[src/rtl/srec_pkg.sv]
package srec_pkg;

    typedef enum logic [2:0] {
        ST_WAIT_S,
        ST_TYPE,
        ST_CNT_HI,
        ST_CNT_LO,
        ST_BYTE_HI,
        ST_BYTE_LO,
        ST_DISCARD
    } srec_state_e;

    typedef struct packed {
        logic bad_start;
        logic bad_char;
        logic bad_len;
        logic bad_sum;
    } srec_err_t;

    localparam logic [7:0] CH_S  = 8'h53;
    localparam logic [7:0] CH_CR = 8'h0D;
    localparam logic [7:0] CH_LF = 8'h0A;

endpackage

[src/rtl/srec_char_class.sv]
module srec_char_class
    import srec_pkg::*;
(
    input  logic [7:0] ch,
    output logic       is_dec,
    output logic       is_hex,
    output logic [3:0] nib,
    output logic       is_eol,
    output logic       is_start
);
    logic is_upper_af;

    always_comb begin
        is_dec      = (ch >= 8'h30) && (ch <= 8'h39);
        is_upper_af = (ch >= 8'h41) && (ch <= 8'h46);
        is_hex      = is_dec || is_upper_af;
        nib         = is_dec ? ch[3:0] : (ch[3:0] + 4'd9);
        is_eol      = (ch == CH_CR) || (ch == CH_LF);
        is_start    = (ch == CH_S);
    end
endmodule

[src/rtl/srec_type_map.sv]
module srec_type_map #(
    parameter int MAX_ADDR_BYTES = 4,
    localparam int CW = $clog2(MAX_ADDR_BYTES + 1)
) (
    input  logic [3:0]    rtype,
    output logic [CW-1:0] addr_bytes,
    output logic          carries_data
);
    always_comb begin
        unique case (rtype)
            4'd2, 4'd8: addr_bytes = CW'(3);
            4'd3, 4'd7: addr_bytes = CW'(4);
            default:    addr_bytes = CW'(2);
        endcase
        carries_data = (rtype == 4'd1) || (rtype == 4'd2) || (rtype == 4'd3);
    end
endmodule

[src/rtl/srec_out_slot.sv]
module srec_out_slot #(
    parameter int AW = 32,
    parameter int DW = 8
) (
    input  logic          clk,
    input  logic          rst_n,
    input  logic          load,
    input  logic [AW-1:0] ld_addr,
    input  logic [DW-1:0] ld_data,
    input  logic          out_ready,
    output logic          out_valid,
    output logic [AW-1:0] out_addr,
    output logic [DW-1:0] out_data,
    output logic          free
);
    assign free = !out_valid || out_ready;

    always_ff @(posedge clk or negedge rst_n) begin
        if (!rst_n) begin
            out_valid <= 1'b0;
            out_addr  <= '0;
            out_data  <= '0;
        end else if (load) begin
            out_valid <= 1'b1;
            out_addr  <= ld_addr;
            out_data  <= ld_data;
        end else if (out_ready) begin
            out_valid <= 1'b0;
        end
    end
endmodule

[src/rtl/srec_line_decoder.sv]
module srec_line_decoder
    import srec_pkg::*;
#(
    parameter int MAX_ADDR_BYTES = 4,
    localparam int AW = 8 * MAX_ADDR_BYTES,
    localparam int CW = $clog2(MAX_ADDR_BYTES + 1)
) (
    input  logic          clk,
    input  logic          rst_n,
    input  logic          in_valid,
    input  logic [7:0]    in_char,
    output logic          in_ready,
    output logic          out_valid,
    input  logic          out_ready,
    output logic [AW-1:0] out_addr,
    output logic [7:0]    out_data,
    output logic          rec_done,
    output logic [3:0]    rec_type,
    output logic          rec_ok,
    output logic [AW-1:0] rec_addr,
    output logic          err_start,
    output logic          err_char,
    output logic          err_len,
    output logic          err_sum
);
    srec_state_e   state, nxt;
    logic          is_dec, is_hex, is_eol, is_start;
    logic [3:0]    nib;
    logic [CW-1:0] ab;
    logic [7:0]    ab_ext;
    logic          carries;
    logic [3:0]    rtype, hi_nib;
    logic [7:0]    cnt, sum, rcv;
    logic          over;
    logic [AW-1:0] base;
    srec_err_t     drain_err, verdict;
    logic          acc, line_end, emit, slot_free, hex_field;
    logic [7:0]    byte_val;
    logic [AW-1:0] emit_addr;

    srec_char_class u_class (
        .ch(in_char), .is_dec(is_dec), .is_hex(is_hex), .nib(nib),
        .is_eol(is_eol), .is_start(is_start)
    );

    srec_type_map #(.MAX_ADDR_BYTES(MAX_ADDR_BYTES)) u_map (
        .rtype(rtype), .addr_bytes(ab), .carries_data(carries)
    );

    assign in_ready  = slot_free;
    assign acc       = in_valid && in_ready;
    assign byte_val  = {hi_nib, nib};
    assign ab_ext    = {{(8-CW){1'b0}}, ab};
    assign hex_field = (state == ST_CNT_HI) || (state == ST_CNT_LO) ||
                       (state == ST_BYTE_HI) || (state == ST_BYTE_LO);
    assign line_end  = acc && is_eol && (state != ST_WAIT_S);
    assign emit      = acc && (state == ST_BYTE_LO) && is_hex && carries &&
                       (rcv >= ab_ext) && (({1'b0, rcv} + 9'd1) < {1'b0, cnt});
    assign emit_addr = base + AW'(rcv - ab_ext);

    // next-state logic
    always_comb begin
        nxt = state;
        unique case (state)
            ST_WAIT_S:  if (acc && !is_eol) nxt = is_start ? ST_TYPE : ST_DISCARD;
            ST_TYPE:    if (acc) nxt = is_eol ? ST_WAIT_S : (is_dec ? ST_CNT_HI : ST_DISCARD);
            ST_CNT_HI:  if (acc) nxt = is_eol ? ST_WAIT_S : (is_hex ? ST_CNT_LO : ST_DISCARD);
            ST_CNT_LO:  if (acc) nxt = is_eol ? ST_WAIT_S : (is_hex ? ST_BYTE_HI : ST_DISCARD);
            ST_BYTE_HI: if (acc) nxt = is_eol ? ST_WAIT_S : (is_hex ? ST_BYTE_LO : ST_DISCARD);
            ST_BYTE_LO: if (acc) nxt = is_eol ? ST_WAIT_S : (is_hex ? ST_BYTE_HI : ST_DISCARD);
            ST_DISCARD: if (acc && is_eol) nxt = ST_WAIT_S;
            default:    nxt = ST_WAIT_S;
        endcase
    end

    // line verdict at the line end
    always_comb begin
        verdict = '0;
        if (state == ST_DISCARD) begin
            verdict = drain_err;
        end else if ((state != ST_BYTE_HI) || over || (rcv != cnt) || (cnt <= ab_ext)) begin
            verdict.bad_len = 1'b1;
        end else if (sum != 8'hFF) begin
            verdict.bad_sum = 1'b1;
        end
    end

    // state register
    always_ff @(posedge clk or negedge rst_n) begin
        if (!rst_n) state <= ST_WAIT_S;
        else        state <= nxt;
    end

    // field datapath
    always_ff @(posedge clk or negedge rst_n) begin
        if (!rst_n) begin
            rtype     <= '0;
            hi_nib    <= '0;
            cnt       <= '0;
            sum       <= '0;
            rcv       <= '0;
            over      <= 1'b0;
            base      <= '0;
            drain_err <= '0;
        end else if (acc) begin
            if (hex_field && !is_eol && !is_hex) drain_err <= srec_err_t'(4'b0100);
            unique case (state)
                ST_WAIT_S: begin
                    if (!is_eol) begin
                        if (is_start) begin
                            base      <= '0;
                            drain_err <= '0;
                        end else begin
                            drain_err <= srec_err_t'(4'b1000);
                        end
                    end
                end
                ST_TYPE: begin
                    if (is_dec) rtype <= in_char[3:0];
                    else if (!is_eol) drain_err <= srec_err_t'(4'b0100);
                end
                ST_CNT_HI, ST_BYTE_HI: hi_nib <= nib;
                ST_CNT_LO: begin
                    if (is_hex) begin
                        cnt  <= byte_val;
                        sum  <= byte_val;
                        rcv  <= '0;
                        over <= 1'b0;
                    end
                end
                ST_BYTE_LO: begin
                    if (is_hex) begin
                        sum <= sum + byte_val;
                        if (rcv == cnt) over <= 1'b1;
                        else            rcv  <= rcv + 8'd1;
                        if (rcv < ab_ext) base <= {base[AW-9:0], byte_val};
                    end
                end
                default: ;
            endcase
        end
    end

    // line report outputs
    always_ff @(posedge clk or negedge rst_n) begin
        if (!rst_n) begin
            rec_done  <= 1'b0;
            rec_type  <= '0;
            rec_ok    <= 1'b0;
            rec_addr  <= '0;
            err_start <= 1'b0;
            err_char  <= 1'b0;
            err_len   <= 1'b0;
            err_sum   <= 1'b0;
        end else begin
            rec_done <= line_end;
            if (line_end) begin
                rec_type  <= rtype;
                rec_addr  <= base;
                rec_ok    <= (verdict == '0);
                err_start <= verdict.bad_start;
                err_char  <= verdict.bad_char;
                err_len   <= verdict.bad_len;
                err_sum   <= verdict.bad_sum;
            end
        end
    end

    srec_out_slot #(.AW(AW), .DW(8)) u_slot (
        .clk(clk), .rst_n(rst_n), .load(emit), .ld_addr(emit_addr), .ld_data(byte_val),
        .out_ready(out_ready), .out_valid(out_valid), .out_addr(out_addr),
        .out_data(out_data), .free(slot_free)
    );
endmodule

[config.mk]
export PLATFORM = sky130hd
export DESIGN_NAME = srec_line_decoder
export DESIGN_NICKNAME = d
export VERILOG_FILES = /design/src/rtl/srec_pkg.sv /design/src/rtl/srec_char_class.sv /design/src/rtl/srec_type_map.sv /design/src/rtl/srec_out_slot.sv /design/src/rtl/srec_line_decoder.sv
export SDC_FILE = /design/constraint.sdc
export NUM_CORES = 1
export LEC_CHECK = 0
export BUFFER_PORTS_ARGS = -buffer_cell sky130_fd_sc_hd__buf_2
export CAP_MARGIN = 25
export CORE_ASPECT_RATIO = 0.75
export CORE_MARGIN = 2
export CORE_UTILIZATION = 55
export DETAILED_ROUTE_END_ITERATION = 6
export PLACE_DENSITY = 0.73
export SYNTH_ARGS = -nofsm -noshare
export SYNTH_HDL_FRONTEND = slang
export SYNTH_SLANG_ARGS = --single-unit
[constraint.sdc]
create_clock -name clk -period 7.45 [get_ports clk]
set_input_delay 1.1175 -clock clk [delete_from_list [all_inputs] [get_ports clk]]
set_output_delay 1.1175 -clock clk [all_outputs]
set_load 0.05 [all_outputs]
Yosys cells after proc, flatten, opt, wreduce, memory -nomap -nowiden
Cells that the tools add are included.
- bits in registers: 155
- bits of input ports: 12
- output and inout bits: 84
- word-level logic and storage cells: 160
- $add $sub $neg: 6
- $lt $le $gt $ge: 8
- equal/unequal tests: 31
- mux-type cells: 47
- reductions and logical operators: 45
- operators with widths (cell ; number):
    32-bit 2-to-1 mux ; 4
    32-bit case mux with 2 select lines ; 1
    8-bit 2-to-1 mux ; 5
    3-bit 2-to-1 mux ; 13
    32-bit adder ; 1
    8-bit case mux with 2 select lines ; 2
    4-bit 2-to-1 mux ; 6
    2-bit != test, second input constant ; 10
    3-bit case mux with 6 select lines ; 1
    8-bit by 4-bit equality test with 1-bit output, second input constant ; 2
    1-bit logical AND ; 13
    6-bit AND reduction ; 2
    1-bit logical OR ; 11
    5-bit AND reduction ; 2
    8-bit by 1-bit adder with 9-bit output, second input constant ; 1
    3-bit equality test, second input constant ; 3
    9-bit by 8-bit less-than comparator with 1-bit output ; 1
    8-bit by 3-bit subtractor with 9-bit output ; 1
    8-bit by 1-bit adder with 8-bit output, second input constant ; 1
    8-bit adder ; 1
    4-bit by 2-bit equality test with 1-bit output, second input constant ; 2
    8-bit by 7-bit equality test with 1-bit output, second input constant ; 1
    8-bit equality test ; 1
    8-bit by 3-bit >= comparator with 1-bit output ; 1
    other kinds (30) ; 51

Longest topological paths before layout
Gate-level depths: netlist of run 1.
- depth after elaboration: 10
- mapped depth: 18
- mapped depth without buffers: 18

Cells and area by module
From an unflattened synthesis of run 1, not the netlist that was laid out.
- cell total of the unflattened synthesis: 921
- area total of the unflattened synthesis: 9424.0 um^2
- by module, submodules not included (module ; times used ; cells an instance ; area each (um^2) ; seq. area each (um^2)):
    srec_line_decoder ; 1 ; 798 ; 7375.8 ; 2852.7
    srec_out_slot ; 1 ; 88 ; 1726.7 ; 1026.0
    srec_char_class ; 1 ; 28 ; 280.3 ; 0.0
    srec_type_map ; 1 ; 7 ; 41.3 ; 0.0

Least setup slack after synthesis of run 1
OpenSTA, ideal clock, no wires.
- path kind: register to register
- start point: register rtype[1]
- end point: register u_slot.out_addr[31]
- setup time: 0.131 ns
- arrival: 4.466 ns
- data required time: 7.319 ns
- slack: 2.853 ns
- stages on the path, launching flop included: 18
- path buffers: 1
- clock period less this slack: 4.597 ns
- cells stage by stage: dfrtp_1 xnor2_1 nor3_1 ha_1 inv_1 fa_1 a211oi_1 and2_1 ha_1 clkbuf_1 a21oi_1 o21ai_0 a21o_1 a221oi_1 o21ai_0 a211oi_1 xnor2_1 o21ai_0
- cells in the longest elaborated chain, start to end: 6
- elaborated cells between the ends (all ways): 16
- those cells by class: add/sub (2); order compare (1); eq/ne (5); mux (1); reduce/logical (7)
- ends and longest elaborated chain (element ; RTL line ; text):
    start, declared ; srec_line_decoder.sv:32 ; logic [3:0] rtype, hi_nib;
    start signal, assigned ; srec_line_decoder.sv:119 ; if (is_dec) rtype <= in_char[3:0];
    branches (longest 6 deep; another with 32-bit adder) ; -- ;
    end signal, assigned ; srec_out_slot.sv:25 ; out_addr <= ld_addr;
    end, declared ; srec_out_slot.sv:12 ; output logic [AW-1:0] out_addr,
Several ways; the timed one is not identified.
A chain may end at the register's enable or synchronous reset.

Worst setup path after layout of run 1
- start point: register rtype[3]
- end point: register u_slot.out_addr[31]
The elaborated chain is that of the path after synthesis.

==> results of run 1 <==
cell families (layout without fill, tap and decap cells):
| group | count (synthesis) | count (layout) | synth area share |
|---|---|---|---|
| fa+ha+maj | 61 | 61 | 0.0878 |
| simple gates | 334 | 334 | 0.169 |
| buf+inv | 73 | 167 | 0.0352 |
| compound gates | 243 | 243 | 0.165 |
| xor+xnor | 52 | 52 | 0.0509 |
| flops | 155 | 155 | 0.433 |
| mux | 47 | 47 | 0.0587 |
routing by layer:
layer	track usage	routed length (um)
met4	0.0586	237
met5	0	0
met1	0.435	11100
met2	0.357	8550
met3	0.0582	1840
flip-flops by register name (all words and copies together) (netlist names), 8 cells and up:
name,cells
base,32
u_slot.out_addr,32
u_slot.out_data,8
rec_addr,32
cnt,8
rcv,8
sum,8
worst register-to-register path: cells and delay by family, from the launching register on:
kind                     cells  cell delay (ns)
AO/OA/AOI/OAI                5             1.71
AND/OR/NAND/NOR              5             1.40
adder cells (fa/ha/maj)      3             0.93
flip-flops                   1             0.42
buffers and inverters        2             0.36
XOR/XNOR                     2             0.28
power by group through the flow:
stage | sequential [mW] | combinational [mW] | clock [mW]
2_1_floorplan | 0.955 | 0.317 | 0
3_3_place_gp | 0.974 | 0.409 | 0
3_5_place_dp | 0.973 | 0.417 | 0
4_1_cts | 0.957 | 0.419 | 0.857
5_1_grt | 0.967 | 0.477 | 0.891
6_report | 0.960 | 0.420 | 0.845
final cells by class:
| class | count | area share |
|---|---|---|
| multi-input cells | 737 | 0.470 |
| inverters | 32 | 0.0118 |
| repair buffers | 103 | 0.0534 |
| well taps | 210 | 0.0259 |
| clock buffers | 21 | 0.0454 |
| clock inverters | 11 | 0.0109 |
| flip-flops and latches | 155 | 0.383 |
cell usage in the layout, fill, tap and decap left out, types with 8 or more instances in the layout:
cell type    n
clkbuf_16   17
buf_2       94
nor2_1      60
nor3_1      13
mux2_2      44
inv_1       32
a21o_1      21
nand3_1     15
xor2_1      21
a21oi_1     49
nand2_1    179
nor2b_1     15
o31ai_1      8
nand4_1     10
o21ai_1     13
dfrtp_1    155
o21ai_0    102
buf_4        8
ha_1        58
xnor2_1     31
worst paths after layout:
path                                              endpoint  slack [ns]  depth (start not counted)
max in group asynchronous  u_slot.out_addr[17]$_DFFE_PN0P_        5.34                          2
min                         u_slot.out_data[7]$_DFFE_PN0P_        0.46                          2
max reg2reg                u_slot.out_addr[31]$_DFFE_PN0P_        2.20                         17
min in group asynchronous             err_char$_DFFE_PN0P_        0.72                          1
min reg2reg                 u_slot.out_data[7]$_DFFE_PN0P_        0.46                          2
max                        u_slot.out_addr[31]$_DFFE_PN0P_        2.20                         17
metrics by stage:
stage,instance area (um2),cells
6_report,10100,1269
3_3_place_gp,9570,1237
3_5_place_dp,9570,1237
2_1_floorplan,8950,965
4_1_cts,10100,1269
5_1_grt,10100,1269
==> results by group, run 1 <==
Worst setup path
  • Critical Path RT: 7.74 ns
  • Crit path cell chain: xnor2_1 > nor3_1 > ha_1 > inv_1 > fa_1 > a211oi_1 > and2_1 > buf_4 > ha_1 > and4_1 > nand2_1 > and3b_1 > a221oi_1 > o21ai_0 > a211oi_1 > xnor2_1 > o21ai_0
  • Slowest cell delay on critical path: 0.56 ns
  • Crit path launch: rtype[3]$_DFFE_PN0P_
  • Crit path DAT: 5.54 ns
  • CP max stage cell: and2_1
  • Crit path buf inv count: 2
  • RR Startpoint: rtype[3]$_DFFE_PN0P_
  • CP Class: register to register
  • CP max FO: 13
  • CP delay by family, top: compound AO/OA/AOI/OAI gates
  • Setup crit end kind: register
  • Crit path launch type: register

Power and ir drop
  • Power per cell area: 220 mW/mm2
  • Worst VDD drop: 0.000135 V
  • Combinational Power Share: 0.189
  • Reg power frac: 0.431
  • P_sw: 0.693 mW
  • Net Sw Frac: 0.311
  • Clk pwr share: 0.380
  • Internal: 1.53 mW
  • Power, Total: 2.23 mW
  • Pleak: 5.11 nW

Place
  • Buffers on Ports: 95
  • DP HPWL: 16.0 mm
  • Worst slack at placement: 2.28 ns
  • Final GP Congestion: 0.965

Timing
  • RSZ-0062 raised after global routing: false
  • Tmin final: 5.25 ns
  • Actual slew at the worst max-slew pin: 0.938 ns
  • Clock Skews: 0.0116 ns
  • Final hold vios: 0
  • Worst rel slew slack: 0.373
  • Fin Setup TNS: 0 ns
  • Final setup vio count: 0
  • Worst hold slack: 0.459 ns
  • Max Fclk: 0.191 GHz
  • Post-route setup slack: 2.20 ns
  • Number of max-slew violations in the final report: 0
  • Part of the cycle the worst path needs: 0.704

Logic synthesis
  • Synth area leaders: dfrtp_1 (43%), ha_1 (8.1%), nand2_1 (7.5%)
  • Synth top area share: 0.433
  • Most numerous cell in the Yosys netlist: nand2_1
  • EDFF count, synth: 0
  • Synth Cell Area: 0.00895 mm2
  • Synth Flop Type: dfrtp_1
  • Mean post-synth cell area: 9.28 um2
  • Synth warn: 0
  • Register area share after synthesis: 0.433
  • Post-synth top cells: nand2_1 (179), dfrtp_1 (155), o21ai_0 (102), nor2_1 (60), ha_1 (58)
  • Synthesis-stage register bit count: 155
  • Async SR Flop Fraction: 1.00
  • Yosys top cell by area: dfrtp_1
  • Number of library cell types mapped by synthesis: 66
  • Syn_nets: 1,038
  • Post-Syn Instances: 965

Cells and area
  • N_diodes: 0
  • Synthesis-to-finish area growth: 13.3%
  • Register Area: 0.00388 mm2
  • Util after Layout: 0.635
  • Fraction of final layout cells sized beyond drive strength 1: 0.179
  • Multi-input logic area: 0.00476 mm2
  • Post-layout nets: 1,119
  • FILL cells: 1,358

CTS
  • PostCTS Resize Cnt: 0
  • H-tree depth: 4
  • Clock Path Buffers: 2
  • # hold bufs at CTS: 0
  • Post-CTS Repair Setup Buffers: 0
  • Clock input transition at the sequential cells of the worst setup and hold paths: 0.06 ns
  • CTS buffer count: 17
  • Worst-skew pair later-pin latency: 0.43 ns
  • TritonCTS clock tree: built
  • Root Driver: clkbuf_16
  • # clock sinks: 155

GRT
  • First-pass GRT wire length: 35.5 mm
  • Initial antenna violation count: 0
  • GRT overflow: 0
  • Largest net degree at the start of global routing: 83
  • GR Util All Layers: 0.266
  • Vias in the first global route: 6,681

Worst hold path
  • Hold Startpoint: u_slot.out_data[7]$_DFFE_PN0P_
  • Min-Delay Path Class: register to register

Die
  • Starting Density: 0.561
  • I/O pin cnt: 96
  • Die X: 151 um
  • Core Area: 0.0160 mm2
  • Full die area: 0.0173 mm2
  • Row cnt: 40
  • Vert. Die Dim: 114 um

Run status
  • Status: finished clean

Route
  • Vias: 7,264
  • Iteration-0 DRC Markers: 598
  • Post-route ant nets: 0
  • Residual DRC: 0
  • Final wirelength: 21.7 mm
  • DR pass1 iterations: 6
  • Routed wire length per instance: 17.1 um
  • Vias/cell: 5.72

Run
  • Max Cap Violations: 0
No activity file was read; power rests on OpenSTA's default activity.
==> run 2: changes to the inputs <==
Settings changed: ABC_AREA set to 1.
Clock period 7.45 ns to 4.9 ns, I/O delays scaled along.
==> run 2 against run 1 <==
Against the previous run:
- clock skew up 0.0024 ns
- first-iteration DRC count grew 76%
- area after synthesis rose by 17%
- cell count increased by 46%
- via count up 34%
- synthesized cell count up 56%
- largest cell class unchanged
- highest routed layer unchanged
==> results by group, run 2 <==
Cells and area
  • N_diodes: 0
  • Fraction of final layout cells sized beyond drive strength 1: 0.126
  • Synthesis-to-finish area growth: 11.4%
  • Commonest non-fill, non-tap cell in the layout: nand2_1
  • FILL cells: 1,715
  • Largest regs: base: 32 flops, rec_addr: 32 flops, u_slot.out_addr: 32 flops
  • Commonest cells after routing, fill and taps aside: nand2_1 (605), inv_1 (220), dfrtp_1 (155)
  • Post-layout nets: 1,670

Logic synthesis
  • Synth top area share: 0.370
  • Synth Flop Type: dfrtp_1
  • EDFF count, synth: 0
  • Synth Cell Area: 0.0105 mm2
  • Post-synthesis adder-cell area fraction: 0.0750
  • Synth Area in Simple Gates: 0.343
  • Async SR Flop Fraction: 1.00
  • Number of library cell types mapped by synthesis: 40
  • Synth area leaders: dfrtp_1 (37%), nand2_1 (22%), inv_1 (7.9%)
  • Largest family of logic cells by synthesized area: simple AND/OR/NAND/NOR gates
  • Yosys top cell by area: dfrtp_1
  • Synthesis-stage register bit count: 155
  • Synth warn: 0
  • Mux cell area share after synthesis: 0
  • Register area share after synthesis: 0.370
  • Post-Syn Instances: 1,509
  • Post-synthesis compound-gate area fraction: 0.0779
  • Synth Area in XOR/XNOR: 0.0268
  • Mean post-synth cell area: 6.94 um2
  • Most numerous cell in the Yosys netlist: nand2_1
  • Post-synth top cells: nand2_1 (605), inv_1 (220), dfrtp_1 (155), nor2_1 (118), nand3_1 (74)
  • Syn_nets: 1,582

Worst hold path
  • Min-Delay Path Class: primary input to async pin

CTS
  • TritonCTS clock tree: built
  • # clock sinks: 155
  • PostCTS Resize Cnt: 0
  • Clock input transition at the sequential cells of the worst setup and hold paths: 0.07 ns
  • H-tree depth: 4
  • Clock Path Buffers: 2
  • Root Driver: clkbuf_16
  • Worst-skew pair later-pin latency: 0.44 ns
  • Post-CTS Repair Setup Buffers: 0
  • CTS buffer count: 17
  • # hold bufs at CTS: 0

Timing
  • Fin Setup TNS: 0 ns
  • Final hold vios: 0
  • Clock Skews: 0.0140 ns
  • Final setup vio count: 0
  • RSZ-0062 raised after global routing: false
  • Tmin final: 3.93 ns
  • Actual slew at the worst max-slew pin: 0.813 ns
  • Worst rel slew slack: 0.458
  • Part of the cycle the worst path needs: 0.801
  • Max Fclk: 0.255 GHz
  • Number of max-slew violations in the final report: 0

Worst setup path
  • RR Startpoint: rtype[3]$_DFFE_PN0P_
  • CP Class: register to register
  • Setup crit end kind: register
  • CP max FO: 24
  • Crit path DAT: 4.23 ns
  • Crit path launch: rtype[3]$_DFFE_PN0P_
  • Critical Path RT: 5.20 ns
  • Crit path launch type: register

GRT
  • GRT overflow: 0
  • First-pass GRT wire length: 45.6 mm
  • Initial antenna violation count: 0
  • Vias in the first global route: 8,707
  • GR Util All Layers: 0.294
  • Largest net degree at the start of global routing: 85

Route
  • Highest routed layer: met4
  • Met3 wire len: 2.33 mm
  • Routed wl met2: 10.6 mm
  • Residual DRC: 0
  • Routed wire length per instance: 15.1 um
  • Post-route ant nets: 0
  • DR pass1 iterations: 5
  • Vias/cell: 5.23
  • Vias: 9,707
  • Final wirelength: 28.1 mm
  • Iteration-0 DRC Markers: 1,054
  • Met1 WL: 14.8 mm

Power and ir drop
  • P_sw: 1.94 mW
  • Power per cell area: 385 mW/mm2
  • Worst VDD drop: 0.000251 V
  • Combinational Power Share: 0.386
  • Reg power frac: 0.317
  • Net Sw Frac: 0.431
  • Internal: 2.56 mW
  • Pleak: 6.81 nW
  • Power, Total: 4.50 mW
  • Clk pwr share: 0.297

Run
  • Max Cap Violations: 0

Run status
  • Status: finished clean

Place
  • Buffers on Ports: 95
  • Final GP Congestion: 0.963
  • DP HPWL: 21.1 mm

Die
  • Core Area: 0.0186 mm2
  • I/O pin cnt: 96
  • Vert. Die Dim: 124 um
  • Full die area: 0.0202 mm2
  • Starting Density: 0.564
  • Row cnt: 43
  • Die X: 163 um
[run 2: cell count changes in the layout (fill, tap and decap cells not counted), moves of 15 or more]
cell / previous run / this run
mux2_2: 44 / 0
o21ai_2: 0 / 29
xnor2_1: 31 / 16
o21ai_1: 13 / 29
a21o_1: 21 / 3
nand2_1: 179 / 605
nand3_1: 15 / 74
a21oi_1: 49 / 27
nor2_1: 60 / 118
inv_1: 32 / 220
o21ai_0: 102 / 37
nor2b_1: 15 / 0
[run 2: area by class of cell]
cell class | count | area, um2 | area share
inverters | 229 | 860 | 0.0737
flip-flops and latches | 155 | 3880 | 0.333
multi-input cells | 1092 | 5480 | 0.469
well taps | 247 | 309 | 0.0265
clock buffers | 17 | 425 | 0.0365
clock inverters | 15 | 169 | 0.0145
repair buffers | 102 | 547 | 0.0469
[run 2: kinds of logic after synthesis]
| logic type | after synthesis |
|---|---|
| xor+xnor | 32 |
| fa+ha+maj | 61 |
| simple gates | 864 |
| flops | 155 |
| compound gates | 135 |
| buf+inv | 262 |
[run 2: worst max-delay path, stage by stage, from the launching register on]
cell and delay, ns:
dfrtp_1 0.46, xnor2_1 0.18, nor3_1 0.35, ha_1 0.23
inv_1 0.05, fa_1 0.41, nand2_1 0.09, nand3_1 0.13
nor2_1 0.15, buf_4 0.31, ha_1 0.38, nand2_1 0.15
inv_1 0.07, nand2_1 0.07, nand2_1 0.08, a21oi_1 0.11
nand2_1 0.13, xnor2_1 0.34, o21ai_2 0.10
[run 2: path summary, 6_finish.rpt]
kind | endpoint | slack [ns] | cells past startpoint
worst max-delay path | u_slot.out_addr[14]$_DFFE_PN0P_ | 0.97 | 18
worst min-delay path | sum[5]$_DFFE_PN0P_ | 0.33 | 1
worst max register to register | u_slot.out_addr[14]$_DFFE_PN0P_ | 0.97 | 18
worst min register to register | rec_addr[26]$_DFFE_PN0P_ | 0.47 | 2
max in group asynchronous | rec_addr[2]$_DFFE_PN0P_ | 3.55 | 2
min in group clk | rec_addr[26]$_DFFE_PN0P_ | 0.47 | 2
[run 2: routing by layer]
| metal | vias up | GRT usage |
|---|---|---|
| met1 | 4479 | 0.481 |
| met5 | - | 0 |
| met2 | 371 | 0.392 |
| met3 | 34 | 0.0510 |
| li1 | 4823 | - |
| met4 | 0 | 0.0719 |
[run 2: power by group through the flow]
stage	clock (mW)	combinational (mW)	sequential, mW
finish	1.34	1.73	1.43
global route	1.40	1.96	1.43
CTS	1.35	1.70	1.42
detailed placement	0	1.69	1.45
global placement	0	1.69	1.45
floorplan	0	1.25	1.46
[run 2: stage by stage]
stage | setup WS [ns] | hold slack, ns | util | area (um2) | cells
3_3_place_gp | 1.13 | 0.451 | 0.595 | 11100 | 1824
6_report | 0.974 | 0.334 | 0.628 | 11700 | 1857
3_5_place_dp | 1.10 | 0.453 | 0.595 | 11100 | 1824
4_1_cts | 1.04 | 0.371 | 0.627 | 11600 | 1856
5_1_grt | 0.640 | 0.421 | 0.628 | 11700 | 1857
2_1_floorplan | 1.10 | 0.439 | - | 10500 | 1509
